==> src/rtl/srs_pkg.sv <==
package srs_pkg;
  localparam int unsigned SRS_WORD_W = 16;

  function automatic int unsigned srs_cnt_w(input int unsigned n);
    return (n < 2) ? 1 : $clog2(n);
  endfunction
endpackage

==> src/rtl/srs_fetch.sv <==
module srs_fetch #(
  parameter int unsigned AW = 8,
  parameter int unsigned DW = 16
) (
  input  logic          clk,
  input  logic          rst_n,
  input  logic          launch_start,
  input  logic          launch_next,
  input  logic [AW-1:0] start_addr,
  output logic          mem_en,
  output logic [AW-1:0] mem_addr,
  input  logic [DW-1:0] mem_rdata,
  output logic [DW-1:0] nxt_word
);
  logic [AW-1:0] word_addr_q;
  logic [AW-1:0] succ_addr;
  logic          fill_q;
  logic [DW-1:0] nxt_q;

  // natural AW-bit overflow provides the wrap to zero
  assign succ_addr = word_addr_q + AW'(1);
  assign mem_en    = launch_start | launch_next;
  assign mem_addr  = launch_start ? start_addr : succ_addr;
  assign nxt_word  = nxt_q;

  always_ff @(posedge clk or negedge rst_n) begin
    if (!rst_n) begin
      word_addr_q <= '0;
      fill_q      <= 1'b0;
      nxt_q       <= '0;
    end else begin
      fill_q <= mem_en;
      if (launch_start)     word_addr_q <= start_addr;
      else if (launch_next) word_addr_q <= succ_addr;
      if (fill_q) nxt_q <= mem_rdata;
    end
  end
endmodule

==> src/rtl/srs_shift.sv <==
module srs_shift #(
  parameter int unsigned DW = 16
) (
  input  logic          clk,
  input  logic          rst_n,
  input  logic          clear,
  input  logic          lead,
  input  logic          step,
  input  logic [DW-1:0] nxt_word,
  output logic          need_word,
  output logic          dout
);
  localparam int unsigned CW = srs_pkg::srs_cnt_w(DW);

  logic [DW-1:0] sh_q;
  logic [CW-1:0] left_q;
  logic          dout_q;

  assign need_word = (left_q == '0);
  assign dout      = dout_q;

  always_ff @(posedge clk or negedge rst_n) begin
    if (!rst_n) begin
      sh_q   <= '0;
      left_q <= '0;
      dout_q <= 1'b0;
    end else if (clear || lead) begin
      left_q <= '0;
      dout_q <= 1'b0;
    end else if (step) begin
      if (need_word) begin
        dout_q <= nxt_word[DW-1];
        sh_q   <= nxt_word << 1;
        left_q <= CW'(DW-1);
      end else begin
        dout_q <= sh_q[DW-1];
        sh_q   <= sh_q << 1;
        left_q <= left_q - CW'(1);
      end
    end
  end
endmodule

==> src/rtl/seq_read_streamer.sv <==
module seq_read_streamer #(
  parameter int unsigned AW = 8,
  parameter int unsigned DW = srs_pkg::SRS_WORD_W
) (
  input  logic          clk,
  input  logic          rst_n,
  input  logic          cs,
  input  logic          sk_rise,
  input  logic          start,
  input  logic [AW-1:0] start_addr,
  output logic          mem_en,
  output logic [AW-1:0] mem_addr,
  input  logic [DW-1:0] mem_rdata,
  output logic          dout,
  output logic          doe
);
  logic          active_q;
  logic          start_ok;
  logic          step;
  logic          need_word;
  logic [DW-1:0] nxt_word;

  assign start_ok = start & cs;
  assign step     = sk_rise & cs & active_q & ~start_ok;
  assign doe      = active_q;

  always_ff @(posedge clk or negedge rst_n) begin
    if (!rst_n)        active_q <= 1'b0;
    else if (!cs)      active_q <= 1'b0;
    else if (start_ok) active_q <= 1'b1;
  end

  srs_fetch #(.AW(AW), .DW(DW)) u_fetch (
    .clk          (clk),
    .rst_n        (rst_n),
    .launch_start (start_ok),
    .launch_next  (step & need_word),
    .start_addr   (start_addr),
    .mem_en       (mem_en),
    .mem_addr     (mem_addr),
    .mem_rdata    (mem_rdata),
    .nxt_word     (nxt_word)
  );

  srs_shift #(.DW(DW)) u_shift (
    .clk       (clk),
    .rst_n     (rst_n),
    .clear     (~cs),
    .lead      (start_ok),
    .step      (step),
    .nxt_word  (nxt_word),
    .need_word (need_word),
    .dout      (dout)
  );
endmodule

==> config.mk <==
export PLATFORM = sky130hd
export DESIGN_NAME = seq_read_streamer
export DESIGN_NICKNAME = d
export VERILOG_FILES = /design/src/rtl/srs_pkg.sv /design/src/rtl/srs_fetch.sv /design/src/rtl/srs_shift.sv /design/src/rtl/seq_read_streamer.sv
export SDC_FILE = /design/constraint.sdc
export NUM_CORES = 1
export LEC_CHECK = 0
export ABC_AREA = 0
export BUFFER_PORTS_ARGS = -buffer_cell sky130_fd_sc_hd__buf_2
export CORE_UTILIZATION = 27
export CTS_CLUSTER_DIAMETER = 200
export DETAILED_ROUTE_END_ITERATION = 8
export PLACE_DENSITY = 0.47
export SYNTH_ARGS = -nofsm -noshare
export SYNTH_HDL_FRONTEND = slang
export SYNTH_SLANG_ARGS = --single-unit
export TNS_END_PERCENT = 30
==> constraint.sdc <==
create_clock -name clk -period 3.8 [get_ports clk]
set_input_delay 0.19 -clock clk [delete_from_list [all_inputs] [get_ports clk]]
set_output_delay 0.19 -clock clk [all_outputs]
set_load 0.05 [all_outputs]
==> results.json, run 1 <==
{
  "syn_avg_cell_area_sq_um": 11.4,
  "postSynthCellCount": 190,
  "cp_max_fo": 7,
  "path_class": "flop to output pin",
  "drt_iter0_markers": 64,
  "p_per_area_nw_per_um2": 585,
  "startpoint_type": "flop",
  "antennaDiodeCount": 0,
  "synth_compound_area_frac": 0.0823,
  "cts_tree": "built",
  "io_pins": 40,
  "fp.dieH_um": 91.7,
  "slowest_stage": "or3b_1",
  "gr-total-overflow": 0,
  "worstSkewPairLatency_ns": 0.30,
  "cts_resized": 0,
  "dr.pass1.iters": 4,
  "slew_viol_final": 0,
  "hold_viol_final": 0,
  "grt_pass1_wl_um": 7000,
  "vdd_drop_max_mv": 0.200,
  "grt_max_degree": 47,
  "outcome": "completed",
  "cts_made_buffers": 5,
  "wl_met2_um": 2030,
  "post-cts-setup-buffers": 0,
  "ys_ff_latch": 46,
  "end_kind": "output pin",
  "drc": 0,
  "crit_path_cell_trace": "inv_1, ha_1, or3b_1, o21ai_4, buf_2",
  "synth_top_family_by_area": "multiplexers",
  "period_needed_ns": 2.30,
  "nets": 259,
  "ys.flop_type": "dfrtp_1",
  "ant_nets": 0,
  "wirelength_um": 4110,
  "yosys_warnings": 0,
  "cts_buffer_depth": 2,
  "synthMuxAreaShare": 0.183,
  "path_clk_slew_ns": 0.09,
  "drive_above_1_share": 0.332,
  "met3_length_um": 120,
  "leakagePower_nw": 1.20,
  "initial_core_util": 0.280,
  "ys_seq_area_frac": 0.529,
  "worstPathArrival_ns": 2.11,
  "synth_cell_types": 29,
  "core_sq_um": 7770,
  "cpLargestDelayFamily": "simple AND/OR/NAND/NOR gates",
  "top_layer": "met4",
  "dieArea_sq_um": 8420,
  "wl_met1_um": 1930,
  "cts_sinks": 46,
  "skew_ns": 0.00589,
  "synth-xor-area-share": 0.0403,
  "yosys.area_share.simple": 0.125,
  "synth_nets": 221,
  "relSlewSlack": 0.313,
  "post-route-period-util": 0.605,
  "synth_edf_count": 0,
  "crit_path_max_incr_delay_ns": 0.52,
  "grt_use_total": 0.107,
  "gp_congestion": 0.758,
  "fmax_ghz": 0.435,
  "finalSetupTns_ns": 0,
  "synth_adder_area_share": 0.0115,
  "root_buffer": "clkbuf_8",
  "numPortBuffers": 39,
  "power_mw": 1.51,
  "hpwl_um": 2860,
  "synth_async_sr_flop_share": 1.00,
  "via_per_inst": 4.47,
  "wl_per_cell_um": 12.4,
  "vias": 1478,
  "synth_area_sq_um": 2170,
  "setup_violations": 0,
  "grt_pass1_vias": 1477,
  "maxCapViolations": 0,
  "rsz0062_at_grt": "false",
  "die_width_um": 91.7,
  "tightestPinTransition_ns": 1.03,
  "mostFrequentLayoutCell": "dfrtp_1",
  "rows": 32,
  "critPathBufInv": 2,
  "final_cell_mix": "46 x dfrtp_1, 39 x buf_2, 22 x mux2_2",
  "min_path_type": "input port to asynchronous set/reset pin",
  "ctsHtreeMaxLevel": 2,
  "antenna_found_initial": 0,
  "required_ns": 3.61,
  "cts-hold-fix-buffers": 0,
  "synthToLayoutAreaGrowth_pct": 18.5
}
==> synth_stat cells, types with 2 or more instances <==
cell / instances / share of area
buf_2: 5 / 0.012
xnor2_1: 7 / 0.028
clkbuf_1: 4 / 0.0069
o21ai_0: 17 / 0.039
dfrtp_1: 46 / 0.53
nand2_1: 19 / 0.033
mux2i_1: 15 / 0.069
xor2_1: 3 / 0.012
nor2_1: 13 / 0.022
nor4_4: 2 / 0.020
mux2_2: 22 / 0.11
nand3_1: 7 / 0.016
a21oi_1: 11 / 0.025
inv_1: 3 / 0.0052
ha_1: 2 / 0.012
==> stage by stage <==
stage	setup slack [ns]	cell area [sq um]	hold WS, ns	cells	util
finish	1.50	2580	0.0690	331	0.332
global route	1.37	2580	0.106	331	0.332
CTS	1.46	2580	0.106	331	0.332
detailed placement	1.81	2470	0.428	323	0.317
global placement	1.83	2470	0.423	323	0.317
floorplan	1.78	2170	-0.106	190	-
==> flip-flops by register name (all words and copies together) (netlist names) <==
signal               count
u_shift.dout             1
u_fetch.word_addr_q      8
u_shift.left_q           4
u_shift.sh_q            15
doe                      1
u_fetch.nxt_word        16
u_fetch.fill_q           1
==> power by group <==
group          switching, mW  leakage, nW  internal [mW]
registers             0.0868        0.565          0.593
clock network          0.168       0.0514          0.196
logic                  0.290        0.582          0.174
==> final cells by class <==
| cell class | instances | area, sq um |
|---|---|---|
| fill | 818 | 5190 |
| sequential | 46 | 1150 |
| clock inverter | 2 | 37.5 |
| inverter | 3 | 11.3 |
| tap | 102 | 128 |
| clock buffer | 6 | 72.6 |
| multi-input combinational | 131 | 966 |
| timing repair buffer | 41 | 210 |
==> path summary, 6_finish.rpt <==
check	startpoint	end	slack (ns)	cells after the start
min	rst_n	u_fetch.nxt_word[3]	0.07	1
min in group clk	mem_rdata[11]	u_fetch.nxt_word[11]	0.12	2
max in group asynchronous	rst_n	u_fetch.nxt_word[8]	3.09	1
max	u_shift.left_q[0]	mem_en	1.50	5
max reg2reg	u_shift.left_q[0]	u_fetch.word_addr_q[3]	1.83	5
min reg2reg	u_shift.sh_q[1]	u_shift.sh_q[1]	0.48	2
==> metal layers <==
layer	vias to the layer above	track usage
met1	725	0.137
li1	736	-
met4	0	0.0391
met5	-	0
met2	15	0.172
met3	2	0.0299
==> worst reg2reg max path, cell delays in order, from the launching register on <==
cell and delay (ns):
dfrtp_1 0.38, inv_1 0.09, ha_1 0.17, or3b_1 0.52, o21ai_4 0.33, mux2_2 0.37
==> kinds of logic after synthesis <==
logic type | after synthesis
xor gates and xnor gates | 10
DFF | 46
muxes | 37
adders and majority gates | 2
buffers and inverters | 13
AOI/OAI and AO/OA | 32
and+or+nand+nor | 50
Note: power is estimated with default switching activity, not from simulation.
==> run 2, diff against run 1 <==
Settings changed: ABC_AREA 0 to 1, PLACE_DENSITY 0.47 to 0.48.
Clock period 3.8 ns to 1.93 ns, I/O delays scaled along.
==> results.json, run 2 <==
{
  "relSlewSlack": 0.635,
  "grt_pass1_wl_um": 8010,
  "synthToLayoutAreaGrowth_pct": 19.8,
  "final_design_area_no_fill_sq_um": 2610,
  "hpwl_um": 3270,
  "tightestPinTransition_ns": 0.546,
  "dp_cells": 379,
  "hold_viol_final": 0,
  "ys_seq_area_frac": 0.528,
  "p_per_area_nw_per_um2": 984,
  "required_ns": 1.83,
  "yosysMostFrequentCell": "nand2_1",
  "synth_cell_types": 26,
  "synth_edf_count": 0,
  "wirelength_um": 4520,
  "synth_area_sq_um": 2180,
  "vias": 1723,
  "startpoint_type": "flop",
  "wl_per_cell_um": 11.6,
  "drive_above_1_share": 0.279,
  "dieArea_sq_um": 8430,
  "syn_avg_cell_area_sq_um": 9.08,
  "nets": 318,
  "synth_top_family_by_area": "simple AND/OR/NAND/NOR gates",
  "r2r_cells": 9,
  "gp_congestion": 0.767,
  "crit_path_cell_trace": "inv_1, ha_1, inv_1, nor3_4, nand2_2, nand2_4, buf_4",
  "ys.flop_type": "dfrtp_1",
  "synthMuxAreaShare": 0.0775,
  "startpoint": "u_shift.left_q[0]",
  "path_clk_slew_ns": 0.08,
  "placed_area_sq_um": 2500,
  "crit_path_max_incr_delay_ns": 0.36,
  "synth_async_sr_flop_share": 1.00,
  "yosys.area_share.simple": 0.209,
  "ys_ff_latch": 46,
  "dr.pass1.iters": 4,
  "antenna_found_initial": 0,
  "core_sq_um": 7770,
  "synth-xor-area-share": 0.00804,
  "die_width_um": 91.8,
  "finalSetupTns_ns": 0,
  "worstPathArrival_ns": 1.70,
  "antennaDiodeCount": 0,
  "min_path_type": "input port to flop",
  "fmax_ghz": 0.555,
  "outcome": "completed",
  "r2r_start": "u_shift.left_q[0]",
  "gr-total-overflow": 0,
  "via_per_inst": 4.43,
  "mostFrequentLayoutCell": "nand2_1",
  "io_pins": 40,
  "cp_max_fo": 12,
  "yosys_warnings": 0,
  "cts_made_buffers": 5,
  "period_needed_ns": 1.80,
  "worstSkewPairLatency_ns": 0.29,
  "regToRegEndpoint": "u_fetch.word_addr_q[5]",
  "cpLargestDelayFamily": "simple AND/OR/NAND/NOR gates",
  "synth_compound_area_frac": 0.102,
  "reg2reg_slack_ns": 0.35,
  "skew_ns": 0.00793,
  "whs_ns": 0.0125,
  "root_buffer": "clkbuf_8",
  "cts_tree": "built",
  "crit_top_cell": "inv_1",
  "slowest_stage": "dfrtp_1",
  "post-route-period-util": 0.933,
  "leakagePower_nw": 1.25,
  "endpoint": "mem_en",
  "vdd_drop_max_mv": 0.431,
  "slew_viol_final": 0,
  "rows": 32,
  "synth_top_area_share": 0.528,
  "critPathBufInv": 3,
  "ctsHtreeMaxLevel": 2,
  "path_class": "flop to output pin",
  "hold-path-cell-count": 3,
  "grt_use_total": 0.119,
  "initial_core_util": 0.280,
  "cts_buffer_depth": 2,
  "grt_max_degree": 29,
  "numPortBuffers": 39,
  "synth_nets": 271,
  "drt_iter0_markers": 110,
  "fillers": 833,
  "rsz0062_at_grt": "true",
  "final_cell_mix": "58 x nand2_1, 46 x dfrtp_1, 37 x buf_2",
  "largest_reg_flops": 16,
  "fin_cells": 389,
  "yosys-top-cells-count": "58 x nand2_1, 46 x dfrtp_1, 29 x o21ai_0, 23 x nor2_1, 16 x inv_1",
  "fp.dieH_um": 91.8,
  "drc": 0,
  "end_kind": "output pin",
  "grt_pass1_vias": 1720,
  "postSynthCellCount": 240,
  "setup_violations": 0,
  "synthTopCellsByArea": "dfrtp_1 53%, nand2_1 10%, mux2_2 7.8%, o21ai_0 6.7%, nor2_1 4.0%",
  "maxCapViolations": 0,
  "yosysTopAreaCell": "dfrtp_1",
  "crit_cells": 7,
  "power_mw": 2.57,
  "cts_sinks": 46,
  "synth_adder_area_share": 0.0115,
  "ant_nets": 0
}
## run 2: changes by cell type after synthesis, moves of 3 or more
cell	change
o21ai_0	+12
inv_1	+13
mux2_2	-7
mux2i_1	-15
o21ai_1	+9
or2_2	+3
xnor2_1	-7
nand2_2	+3
nand2_1	+39
buf_6	+3
nand3_1	+3
a21oi_1	-10
clkbuf_1	-4
nor2_1	+10
## run 2: how the worst min path moves through the flow
stage                             from  slack (ns)             endpoint
after global routing      mem_rdata[0]       0.008  u_fetch.nxt_word[0]
after floorplan                  rst_n       -0.20                  doe
after CTS                 mem_rdata[0]       0.009  u_fetch.nxt_word[0]
final                     mem_rdata[0]        0.01  u_fetch.nxt_word[0]
after global placement           rst_n        0.08  u_fetch.nxt_word[6]
after detailed placement         rst_n        0.08  u_fetch.nxt_word[6]
## run 2: area by class of cell
cell class | instances | area, sq um | share of cell area
multi-input combinational | 167 | 897 | 0.344
tap | 102 | 128 | 0.0489
timing repair buffer | 49 | 290 | 0.111
sequential | 46 | 1150 | 0.441
clock buffer | 7 | 76.3 | 0.0292
inverter | 18 | 67.6 | 0.0259
## run 2: metrics by stage
stage | util | setup WS [ns]
final | 0.336 | 0.130
after global routing | 0.336 | -0.0194
after CTS | 0.333 | 0.0268
after detailed placement | 0.321 | 0.261
after global placement | 0.321 | 0.343
after floorplan | - | 0.0540
## run 2: kinds of logic after synthesis
family | count (synthesis)
simple gates | 105
flops | 46
compound gates | 43
buf+inv | 27
mux | 15
xor+xnor | 2
fa+ha+maj | 2
## run 2: what timing repair did
| action | CTS | global route |
|---|---|---|
| endpoints found under the setup margin | 1 | 2 |
| buffers inserted | 0 | 2 |
| pin swaps | 0 | 0 |
| gates resized for setup | 1 | 3 |
| hold endpoints to repair | 18 | 0 |
| hold buffers | 1 | 0 |
## run 2: tightest hold or removal path, cell delays in order
cell	delay, ns
buf_2	0.08
nand2_1	0.04
o21ai_0	0.06
## run 2: power breakdown
group | total (mW) | internal (mW) | leakage, nW | switching, mW
Combinational | 0.722 | 0.272 | 0.636 | 0.451
Sequential | 1.30 | 1.17 | 0.573 | 0.133
Clock | 0.547 | 0.250 | 0.0383 | 0.297
Total | 2.57 | 1.69 | 1.25 | 0.880
## run 2: metal layers
layer,track usage,part of all wire,vias up
li1,-,-,871
met1,0.163,0.50,813
met2,0.192,0.45,35
met3,0.0232,0.034,4
met4,0.0352,0.012,0
met5,0,0,-
